### config.mk
export PLATFORM = sky130hd
export DESIGN_NAME = freq_window_lock_det
export DESIGN_NICKNAME = d
export VERILOG_FILES = /design/src/rtl/fwld_pkg.sv /design/src/rtl/fwld_edge_sync.sv /design/src/rtl/fwld_gate_counter.sv /design/src/rtl/fwld_window_judge.sv /design/src/rtl/freq_window_lock_det.sv
export SDC_FILE = /design/constraint.sdc
export NUM_CORES = 1
export LEC_CHECK = 0
export ABC_AREA = 1
export ABC_CLOCK_PERIOD_IN_PS = 2150
export BUFFER_PORTS_ARGS = -buffer_cell sky130_fd_sc_hd__buf_2
export CAP_MARGIN = 20
export CORE_ASPECT_RATIO = 0.6
export CORE_UTILIZATION = 43
export DETAILED_ROUTE_END_ITERATION = 10
export HOLD_SLACK_MARGIN = 0.08
export PLACE_DENSITY_LB_ADDON = 0.08
export SLEW_MARGIN = 40
export SYNTH_ARGS = -nofsm -noshare
export SYNTH_HDL_FRONTEND = slang
export SYNTH_HIERARCHICAL = 1
export SYNTH_SLANG_ARGS = --single-unit
### constraint.sdc
create_clock -name clk -period 2.15 [get_ports clk]
set_clock_uncertainty 0.05 [all_clocks]
set_input_delay 0.1075 -clock clk [delete_from_list [all_inputs] [get_ports clk]]
set_output_delay 0.1075 -clock clk [all_outputs]
set_load 0.01 [all_outputs]
### src/rtl/fwld_pkg.sv
package fwld_pkg;

   localparam longint REF_KHZ      = 27000;
   localparam longint SD_KBPS      = 270000;
   localparam longint HD_KBPS      = 1485000;
   localparam longint G3_KBPS      = 2970000;
   localparam longint PPM_SCALE    = 1000000;

   typedef enum logic [1:0] {
      RATE_NONE = 2'b00,
      RATE_SD   = 2'b01,
      RATE_HD   = 2'b10,
      RATE_3G   = 2'b11
   } rate_e;

   // Edges expected in one gate, rounded to nearest
   function automatic longint nominal_count(longint gate, longint kbps, longint div);
      longint den;
      den = REF_KHZ * div;
      return (gate * kbps + den / 2) / den;
   endfunction

   // Lower bound rounded up (inward)
   function automatic longint low_bound(longint nom, longint ppm);
      return (nom * (PPM_SCALE - ppm) + PPM_SCALE - 1) / PPM_SCALE;
   endfunction

   // Upper bound rounded down (inward)
   function automatic longint high_bound(longint nom, longint ppm);
      return (nom * (PPM_SCALE + ppm)) / PPM_SCALE;
   endfunction

endpackage

### src/rtl/fwld_edge_sync.sv
module fwld_edge_sync #(
   parameter int unsigned STAGES = 2
) (
   input  logic clk,
   input  logic rst_n,
   input  logic async_in,
   output logic rise
);

   generate
      if (STAGES < 2) begin : g_bad_stages
         $error("fwld_edge_sync: STAGES must be at least 2");
      end
   endgenerate

   logic [STAGES-1:0] chain;
   logic              prev;

   always_ff @(posedge clk or negedge rst_n) begin
      if (!rst_n) begin
         chain <= '0;
         prev  <= 1'b0;
      end else begin
         chain <= {chain[STAGES-2:0], async_in};
         prev  <= chain[STAGES-1];
      end
   end

   assign rise = chain[STAGES-1] & ~prev;


   single_rise_chk: assert property (@(posedge clk) disable iff (!rst_n)
      rise |=> !rise);

endmodule

### src/rtl/fwld_gate_counter.sv
module fwld_gate_counter #(
   parameter int unsigned GATE_CYCLES = 16384,
   parameter int unsigned CNT_W       = 15
) (
   input  logic             clk,
   input  logic             rst_n,
   input  logic             restart,
   input  logic             rise,
   output logic             meas_valid,
   output logic [CNT_W-1:0] meas_count
);

   localparam int unsigned TMR_W = (GATE_CYCLES > 1) ? $clog2(GATE_CYCLES) : 1;

   generate
      if (GATE_CYCLES < 4) begin : g_bad_gate
         $error("fwld_gate_counter: GATE_CYCLES must be at least 4");
      end
      if ((1 << CNT_W) <= GATE_CYCLES / 2) begin : g_bad_width
         $error("fwld_gate_counter: CNT_W too narrow for the gate");
      end
   endgenerate

   logic [TMR_W-1:0] tmr;
   logic [CNT_W-1:0] acc;
   logic             gate_end;

   assign gate_end = (tmr == TMR_W'(GATE_CYCLES - 1));

   always_ff @(posedge clk or negedge rst_n) begin
      if (!rst_n) begin
         tmr        <= '0;
         acc        <= '0;
         meas_valid <= 1'b0;
         meas_count <= '0;
      end else if (restart) begin
         tmr        <= '0;
         acc        <= '0;
         meas_valid <= 1'b0;
      end else begin
         meas_valid <= gate_end;
         if (gate_end) begin
            tmr        <= '0;
            acc        <= '0;
            meas_count <= acc + CNT_W'(rise);
         end else begin
            tmr <= tmr + TMR_W'(1);
            acc <= acc + CNT_W'(rise);
         end
      end
   end


   valid_pulse_chk: assert property (@(posedge clk) disable iff (!rst_n)
      meas_valid |=> !meas_valid);


   count_range_chk: assert property (@(posedge clk) disable iff (!rst_n)
      meas_valid |-> (meas_count <= CNT_W'(GATE_CYCLES / 2 + 1)));

endmodule

### src/rtl/fwld_window_judge.sv
module fwld_window_judge
   import fwld_pkg::*;
#(
   parameter int unsigned GATE_CYCLES = 16384,
   parameter int unsigned CNT_W       = 15,
   parameter int unsigned DIV_SD      = 40,
   parameter int unsigned DIV_HD      = 440,
   parameter int unsigned DIV_3G      = 1760,
   parameter int unsigned TOL_PPM     = 2000,
   parameter int unsigned LOCK_RUNS   = 2
) (
   input  logic             clk,
   input  logic             rst_n,
   input  logic             restart,
   input  rate_e            rate,
   input  logic             meas_valid,
   input  logic [CNT_W-1:0] meas_count,
   output logic             lol
);

   localparam longint NOM_SD = nominal_count(longint'(GATE_CYCLES), SD_KBPS, longint'(DIV_SD));
   localparam longint NOM_HD = nominal_count(longint'(GATE_CYCLES), HD_KBPS, longint'(DIV_HD));
   localparam longint NOM_3G = nominal_count(longint'(GATE_CYCLES), G3_KBPS, longint'(DIV_3G));

   // Code 00 gets an empty window (low above high)
   localparam logic [CNT_W-1:0] LO_T [4] = '{
      CNT_W'(1),
      CNT_W'(low_bound(NOM_SD, longint'(TOL_PPM))),
      CNT_W'(low_bound(NOM_HD, longint'(TOL_PPM))),
      CNT_W'(low_bound(NOM_3G, longint'(TOL_PPM)))
   };
   localparam logic [CNT_W-1:0] HI_T [4] = '{
      CNT_W'(0),
      CNT_W'(high_bound(NOM_SD, longint'(TOL_PPM))),
      CNT_W'(high_bound(NOM_HD, longint'(TOL_PPM))),
      CNT_W'(high_bound(NOM_3G, longint'(TOL_PPM)))
   };

   generate
      if (2 * NOM_SD >= longint'(GATE_CYCLES) || 2 * NOM_HD >= longint'(GATE_CYCLES) ||
          2 * NOM_3G >= longint'(GATE_CYCLES)) begin : g_bad_ratio
         $error("fwld_window_judge: divided clock must stay below half the reference");
      end
      if (NOM_SD < 1 || NOM_HD < 1 || NOM_3G < 1) begin : g_bad_nom
         $error("fwld_window_judge: expected count rounds to zero");
      end
      if (TOL_PPM >= 1000000) begin : g_bad_tol
         $error("fwld_window_judge: tolerance out of range");
      end
      if (LOCK_RUNS < 1) begin : g_bad_runs
         $error("fwld_window_judge: LOCK_RUNS must be at least 1");
      end
   endgenerate

   logic in_win;
   assign in_win = (meas_count >= LO_T[rate]) && (meas_count <= HI_T[rate]);

   generate
      if (LOCK_RUNS == 1) begin : g_single
         always_ff @(posedge clk or negedge rst_n) begin
            if (!rst_n)          lol <= 1'b1;
            else if (restart)    lol <= 1'b1;
            else if (meas_valid) lol <= !in_win;
         end
      end else begin : g_multi
         localparam int unsigned RUN_W = $clog2(LOCK_RUNS + 1);
         logic [RUN_W-1:0] run;
         always_ff @(posedge clk or negedge rst_n) begin
            if (!rst_n) begin
               run <= '0;
               lol <= 1'b1;
            end else if (restart) begin
               run <= '0;
               lol <= 1'b1;
            end else if (meas_valid) begin
               if (!in_win) begin
                  run <= '0;
                  lol <= 1'b1;
               end else if (run >= RUN_W'(LOCK_RUNS - 1)) begin
                  lol <= 1'b0;
               end else begin
                  run <= run + RUN_W'(1);
               end
            end
         end
      end
   endgenerate


   lock_after_good_chk: assert property (@(posedge clk) disable iff (!rst_n)
      $fell(lol) |-> $past(meas_valid && in_win));


   bad_gate_loss_chk: assert property (@(posedge clk) disable iff (!rst_n)
      (meas_valid && !in_win) |=> lol);


   gate_end_only_chk: assert property (@(posedge clk) disable iff (!rst_n)
      !$stable(lol) |-> $past(meas_valid || restart));


   no_rate_loss_chk: assert property (@(posedge clk) disable iff (!rst_n)
      (rate == RATE_NONE) |-> lol);

endmodule

### src/rtl/freq_window_lock_det.sv
module freq_window_lock_det
   import fwld_pkg::*;
#(
   parameter int unsigned GATE_CYCLES = 16384,
   parameter int unsigned DIV_SD      = 40,
   parameter int unsigned DIV_HD      = 440,
   parameter int unsigned DIV_3G      = 1760,
   parameter int unsigned TOL_PPM     = 2000,
   parameter int unsigned LOCK_RUNS   = 2,
   parameter int unsigned SYNC_STAGES = 2,
   parameter int unsigned STATUS_W    = 8
) (
   input  logic                clk,
   input  logic                rst_n,
   input  logic                rec_div,
   input  logic [1:0]          rate_sel,
   output logic                lol,
   output logic [STATUS_W-1:0] status
);

   localparam int unsigned CNT_W = $clog2(GATE_CYCLES + 1);

   generate
      if (STATUS_W < 3) begin : g_bad_status
         $error("freq_window_lock_det: STATUS_W must be at least 3");
      end
   endgenerate

   rate_e            rate_q;
   logic             restart;
   logic             rise;
   logic             meas_valid;
   logic [CNT_W-1:0] meas_count;

   assign restart = (rate_e'(rate_sel) != rate_q);

   always_ff @(posedge clk or negedge rst_n) begin
      if (!rst_n) rate_q <= RATE_NONE;
      else        rate_q <= rate_e'(rate_sel);
   end

   fwld_edge_sync #(
      .STAGES (SYNC_STAGES)
   ) u_sync (
      .clk      (clk),
      .rst_n    (rst_n),
      .async_in (rec_div),
      .rise     (rise)
   );

   fwld_gate_counter #(
      .GATE_CYCLES (GATE_CYCLES),
      .CNT_W       (CNT_W)
   ) u_gate (
      .clk        (clk),
      .rst_n      (rst_n),
      .restart    (restart),
      .rise       (rise),
      .meas_valid (meas_valid),
      .meas_count (meas_count)
   );

   fwld_window_judge #(
      .GATE_CYCLES (GATE_CYCLES),
      .CNT_W       (CNT_W),
      .DIV_SD      (DIV_SD),
      .DIV_HD      (DIV_HD),
      .DIV_3G      (DIV_3G),
      .TOL_PPM     (TOL_PPM),
      .LOCK_RUNS   (LOCK_RUNS)
   ) u_judge (
      .clk        (clk),
      .rst_n      (rst_n),
      .restart    (restart),
      .rate       (rate_q),
      .meas_valid (meas_valid),
      .meas_count (meas_count),
      .lol        (lol)
   );

   assign status = {{(STATUS_W-3){1'b0}}, rate_q, lol};


   code_change_loss_chk: assert property (@(posedge clk) disable iff (!rst_n)
      restart |=> lol);

endmodule

# [Word level (Yosys, flattened, before mapping)]
# Index checks and enable logic that the tools add are counted.
[word_totals] mem_count=0 romBits=0 input_bits=5 ram_bits=0 latch_bits=0 reg_bits=53
[classes] eq_ne=4 n_mul=0 n_mux=19 n_shift=0 bitwise=4 div=0 n_lt_le_gt_ge=4 addsub=3 n_reduce_logical=5
[ops] cell="$mux W15" count=6
[ops] cell="$bmux W15 S2" count=2
[ops] cell="$mux W14" count=2
[ops] cell="$add A15 B1 Y15" count=1
[ops] cell="$ge A15 B15 Y1" count=1
[ops] cell="$le A15 B15 Y1" count=1
[ops] cell="$add A14 B1 Y14 const B" count=1
[ops] cell="$eq A14 B14 Y1 const B" count=1
[ops] cell="$mux W2" count=4
[ops] cell="$ne A3 B3 Y1 const B" count=2
[ops] cell="$reduce_and A2 Y1" count=3
[ops] cell="$mux W1" count=5
[ops] cell="$ge A3 B3 Y1 const B" count=1
[ops] cell="$not A2 Y3" count=1
[ops] cell="$add A2 B1 Y2 const B" count=1
[ops] cell="$ge A2 B1 Y1 const B" count=1
[ops] cell="$ne A2 B2 Y1" count=1
[ops] cell="$not A1 Y1" count=2
[ops] cell="$reduce_bool A2 Y1" count=1
[ops] cell="$and A1 B1 Y1" count=1
[ops] cell="$logic_and A1 B1 Y1" count=1

# [Logic depth before layout (Yosys ltp)]
[depth] depth_word=9 mapped_depth=14

# [Cells and area by module]
# Netlist, hierarchy kept.
[modules_own_cells] mod="fwld_gate_counter" area_per_inst_um2=2198.4 seq_area_each_um2=1126.1 cells_each=274 instances=1
[modules_own_cells] mod="fwld_window_judge" area_per_inst_um2=837.1 seq_area_each_um2=76.3 cells_each=136 instances=1
[modules_own_cells] mod="freq_window_lock_det" area_per_inst_um2=130.1 seq_area_each_um2=50.0 cells_each=16 instances=1
[modules_own_cells] mod="fwld_edge_sync" area_per_inst_um2=85.1 seq_area_each_um2=75.1 cells_each=5 instances=1

# [Worst setup path before layout]
# No wires, ideal clock.
[synth_path] path_kind="register to register" from="register rate_q[1]" to="register u_judge.g_multi.run[0]" path_slack_ns=0.295 n_path_buf=0 arrival_time_ns=1.728 stages_incl_launch_ff=13 cell_sequence="dfrtp_1 inv_1 ha_1 inv_1 ha_1 nand2_1 nor2_1 nand2_1 nor2_1 a21oi_2 nand3_2 nand2_2 a21oi_1"
[synth_between] elab_chain_cells=9 elab_cells_between_ends=17
[synth_rtl] item="start: declaration" line_no="freq_window_lock_det.sv:29" text="rate_e rate_q;"
[synth_rtl] item="start signal: assignment" line_no="freq_window_lock_det.sv:39" text="else rate_q <= rate_e'(rate_sel);"
[synth_rtl] item="$not A2 Y3 (implied by the code)" line_no="fwld_window_judge.sv:56" text="assign in_win = (meas_count >= LO_T[rate]) && (meas_count <= HI_T[rate]);"
[synth_rtl] item="$bmux W15 S2" line_no="fwld_window_judge.sv:56"
[synth_rtl] item="$mux W15 (implied by the code) (2 in series)" line_no="fwld_window_judge.sv:56"
[synth_rtl] item="$ge A15 B15 Y1 or $le A15 B15 Y1 (tied branches)" line_no="fwld_window_judge.sv:56"
[synth_rtl] item="$logic_and A1 B1 Y1" line_no="fwld_window_judge.sv:56"
[synth_rtl] item="$mux W2" line_no="fwld_window_judge.sv:76" text="if (!in_win) begin"
[synth_rtl] item="$mux W2" line_no="fwld_window_judge.sv:75" text="end else if (meas_valid) begin"
[synth_rtl] item="$mux W2" line_no="fwld_window_judge.sv:72" text="end else if (restart) begin"
[synth_rtl] item="end signal: assignment" line_no="fwld_window_judge.sv:82" text="run <= run + RUN_W'(1);"
[synth_rtl] item="end: declaration" line_no="fwld_window_judge.sv:67" text="logic [RUN_W-1:0] run;"
# Several ways; a longest one is shown, not always the timed one. The select of a mux whose other input is x is not followed.
# A chain may end at the register's enable or synchronous reset.

# [Final worst setup path]
[layout_path] from="register rate_q[1]" to="register u_judge.g_multi.run[1]"
# Same word-level chain as after synthesis.

==> flow_summary.yaml <==
clock_network:
  clk_pin_slew_ns: 0.07
  clk_path_buf_depth: 2
  insertion_delay_ns: 0.29
  ctsHtreeMaxLevel: 2
  cts_root_buf: "clkbuf_16"
  cts_buffers: 5
  cts_tree: "yes"
  cts.sinks: 53
layout:
  layout_common_cells: "nand2_1 (149), nor2_1 (61), dfrtp_1 (50)"
  mostFrequentLayoutCell: "nand2_1"
  nets: 483
  syn_to_final_growth_pct: 14.2
  seq_area_sq_um: 1330
  drive_gt1_share_pct: 13.0
  n_antenna_cell: 0
  multiInputGateArea_sq_um: 1710
  fillCellCount: 726
global_route:
  grt_busiest_layer: "met1"
  grt_use_met3_pct: 4.02
  grt_pass1_wl_um: 12000
  grt_util_met1_pct: 33.8
  grt_util_all_layers_pct: 19.7
  antenna_found_initial: 0
  grt_max_degree: 29
  gr-total-overflow: 0
  grt_pass1_vias: 2363
  use_met2_pct: 24.2
power_and_ir_drop:
  leakage_nw: 1.90
  ir_drop_mv: 0.269
  p_per_area_nw_per_um2: 580
route:
  vias: 2574
  drc: 0
  wl_per_cell_um: 12.5
  drt-pass1-iter-count: 4
  dr.first_iter.drc_count: 147
  vias_per_cell: 4.60
  ant_nets: 0
  wirelength_um: 6990
floorplanning:
  core_sq_um: 7300
  fp.dieW_um: 114
  die_h_um: 69.4
  start_util_pct: 44.5
  die_area_sq_um: 7920
  pin_count: 14
  fp-row-count: 24
placement:
  gp_congestion: 0.786
  pre_cts_ws_ns: 0.0430
  io_buffer_count: 8
  dp_hpwl_um: 5310
worst_setup_path:
  worst_ep_required_time_ns: 2.32
  cp-start-kind: "flop"
  worstPathMaxFanout: 4
  end_kind: "flop"
  worstSetupPathType: "flop to flop"
  cp.arrival_ns: 2.19
worst_hold_path:
  hold_class: "flop to flop"
yosys:
  synth_top_area_cell: "dfrtp_1"
  synth_area_sq_um: 3250
  synthDistinctLibCells: 31
  synth_area_leaders: "dfrtp_1 (40%), nand2_1 (17%), ha_1 (9.2%), nor2_1 (7.2%), inv_1 (5.3%)"
  ys.flop_type: "dfrtp_1"
  synth_warnings: 6
  synthArstFlopShare_pct: 100
  synthCells: 431
  yosysTopAreaCellShare_pct: 40.0
  synth_seq_area_share_pct: 40.8
  syn_area_per_cell_sq_um: 7.54
  ys_ff_latch: 53
  synth_edf_count: 0
sta:
  timing.fmax_ghz: 0.496
  max_slew_margin_pct: 57.9
  setup_ws_ns: 0.133
  period_share_pct: 93.8
  timing.hold.ws_ns: 0.302
  rsz0062_at_grt: "false"
  hold_viol: 0
  finalSetupViolations: 0
  worstMarginPinSlew_ns: 0.631
  fin_crit_ns: 2.02
  drv_slew: 0
  setup_tns_ns: 0
job:
  cap_violations: 0
status:
  status: "finished clean"
## final timing paths
kind	from	to	slack, ns	cells past startpoint
setup / recovery	rate_q[1]$_DFF_PN0_	u_judge/g_multi.run[1]$_DFFE_PN0P_	0.13	12
hold / removal	u_sync/chain[0]$_DFF_PN0_	u_sync/chain[1]$_DFF_PN0_	0.30	0
setup reg to reg	rate_q[1]$_DFF_PN0_	u_judge/g_multi.run[1]$_DFFE_PN0P_	0.13	12
hold reg to reg	u_sync/chain[0]$_DFF_PN0_	u_sync/chain[1]$_DFF_PN0_	0.30	0
max in group asynchronous	rst_n	u_judge/lol$_DFFE_PN1P_	1.09	3
min in group asynchronous	rst_n	u_gate/acc[12]$_DFF_PN0_	0.31	2
## cell families after synthesis
kind of cell | after synthesis | share of synthesized area, %
DFF | 53 | 40.8
xor gates and xnor gates | 17 | 4.58
buffers and inverters | 62 | 8.31
adders and majority gates | 24 | 9.24
other | 1 | 0.115
AOI/OAI and AO/OA | 15 | 2.69
muxes | 1 | 0.346
and+or+nand+nor | 258 | 33.9
## power breakdown
part	leakage (nW)	total (mW)	internal, mW	switching, mW
sequential	0.722	1.02	1.01	0.00746
combinational	1.09	0.185	0.0700	0.115
clock	0.0831	0.951	0.582	0.369
## sequential cells by signal (all words and copies together) (netlist names)
name / flops
u_gate/meas_valid: 1
u_sync/chain: 2
u_gate/meas_count: 15
u_gate/acc: 15
u_judge/lol: 1
u_judge/g_multi.run: 2
u_sync/prev: 1
u_gate/tmr: 14
rate_q: 2
## what timing repair did
item / in CTS / in global routing
resized for setup: 0 / 8
hold endpoints to repair: 28 / 0
hold buffers: 4 / 0
endpoints found under the setup margin: 0 / 3
setup buffers: 0 / 3
## per-layer routing
metal  up-vias  share of wire, %
met5         -                 0
met1      1166                59
met2        42                36
li1       1361                 -
met3         5               4.9
met4         0              0.74
## critical path, stage by stage, from the launching register on
cell and delay [ns]:
dfrtp_2 0.39, inv_1 0.06, buf_4 0.14, ha_1 0.17, inv_1 0.15, ha_1 0.27
nand2_1 0.07, nand3_1 0.07, o21ai_1 0.12, nand2_1 0.08, a21oi_2 0.13, nand2_2 0.11
a21oi_1 0.13
## per-stage QoR
step	cells	power (mW)	util (%)	area, sq um
after global placement	544	1.21	47.1	3430
after CTS	556	2.18	50.0	3650
after global routing	559	2.25	50.9	3710
after floorplan	435	1.15	-	3270
after detailed placement	544	1.21	47.1	3430
final	559	2.15	50.9	3710
## Yosys cell counts, drive strengths merged (2+ instances only)
master and n:
nand2 154, nor2 69, dfrtp 52, inv 50
ha 24, nand3 23, buf 11, xor2 10
a21oi 9, xnor2 7, nand4 5, nor3 5
o21ai 4, o21bai 2
## layout make-up
type / count / share of cell area [%]
Clock inverter: 2 / 1.01
Clock buffer: 6 / 3.74
Inverter: 50 / 5.06
Tap cell: 104 / 3.51
Multi-Input combinational cell: 320 / 45.9
Sequential cell: 53 / 35.8
Timing Repair Buffer: 24 / 4.92
(Power assumes the default switching activity.)
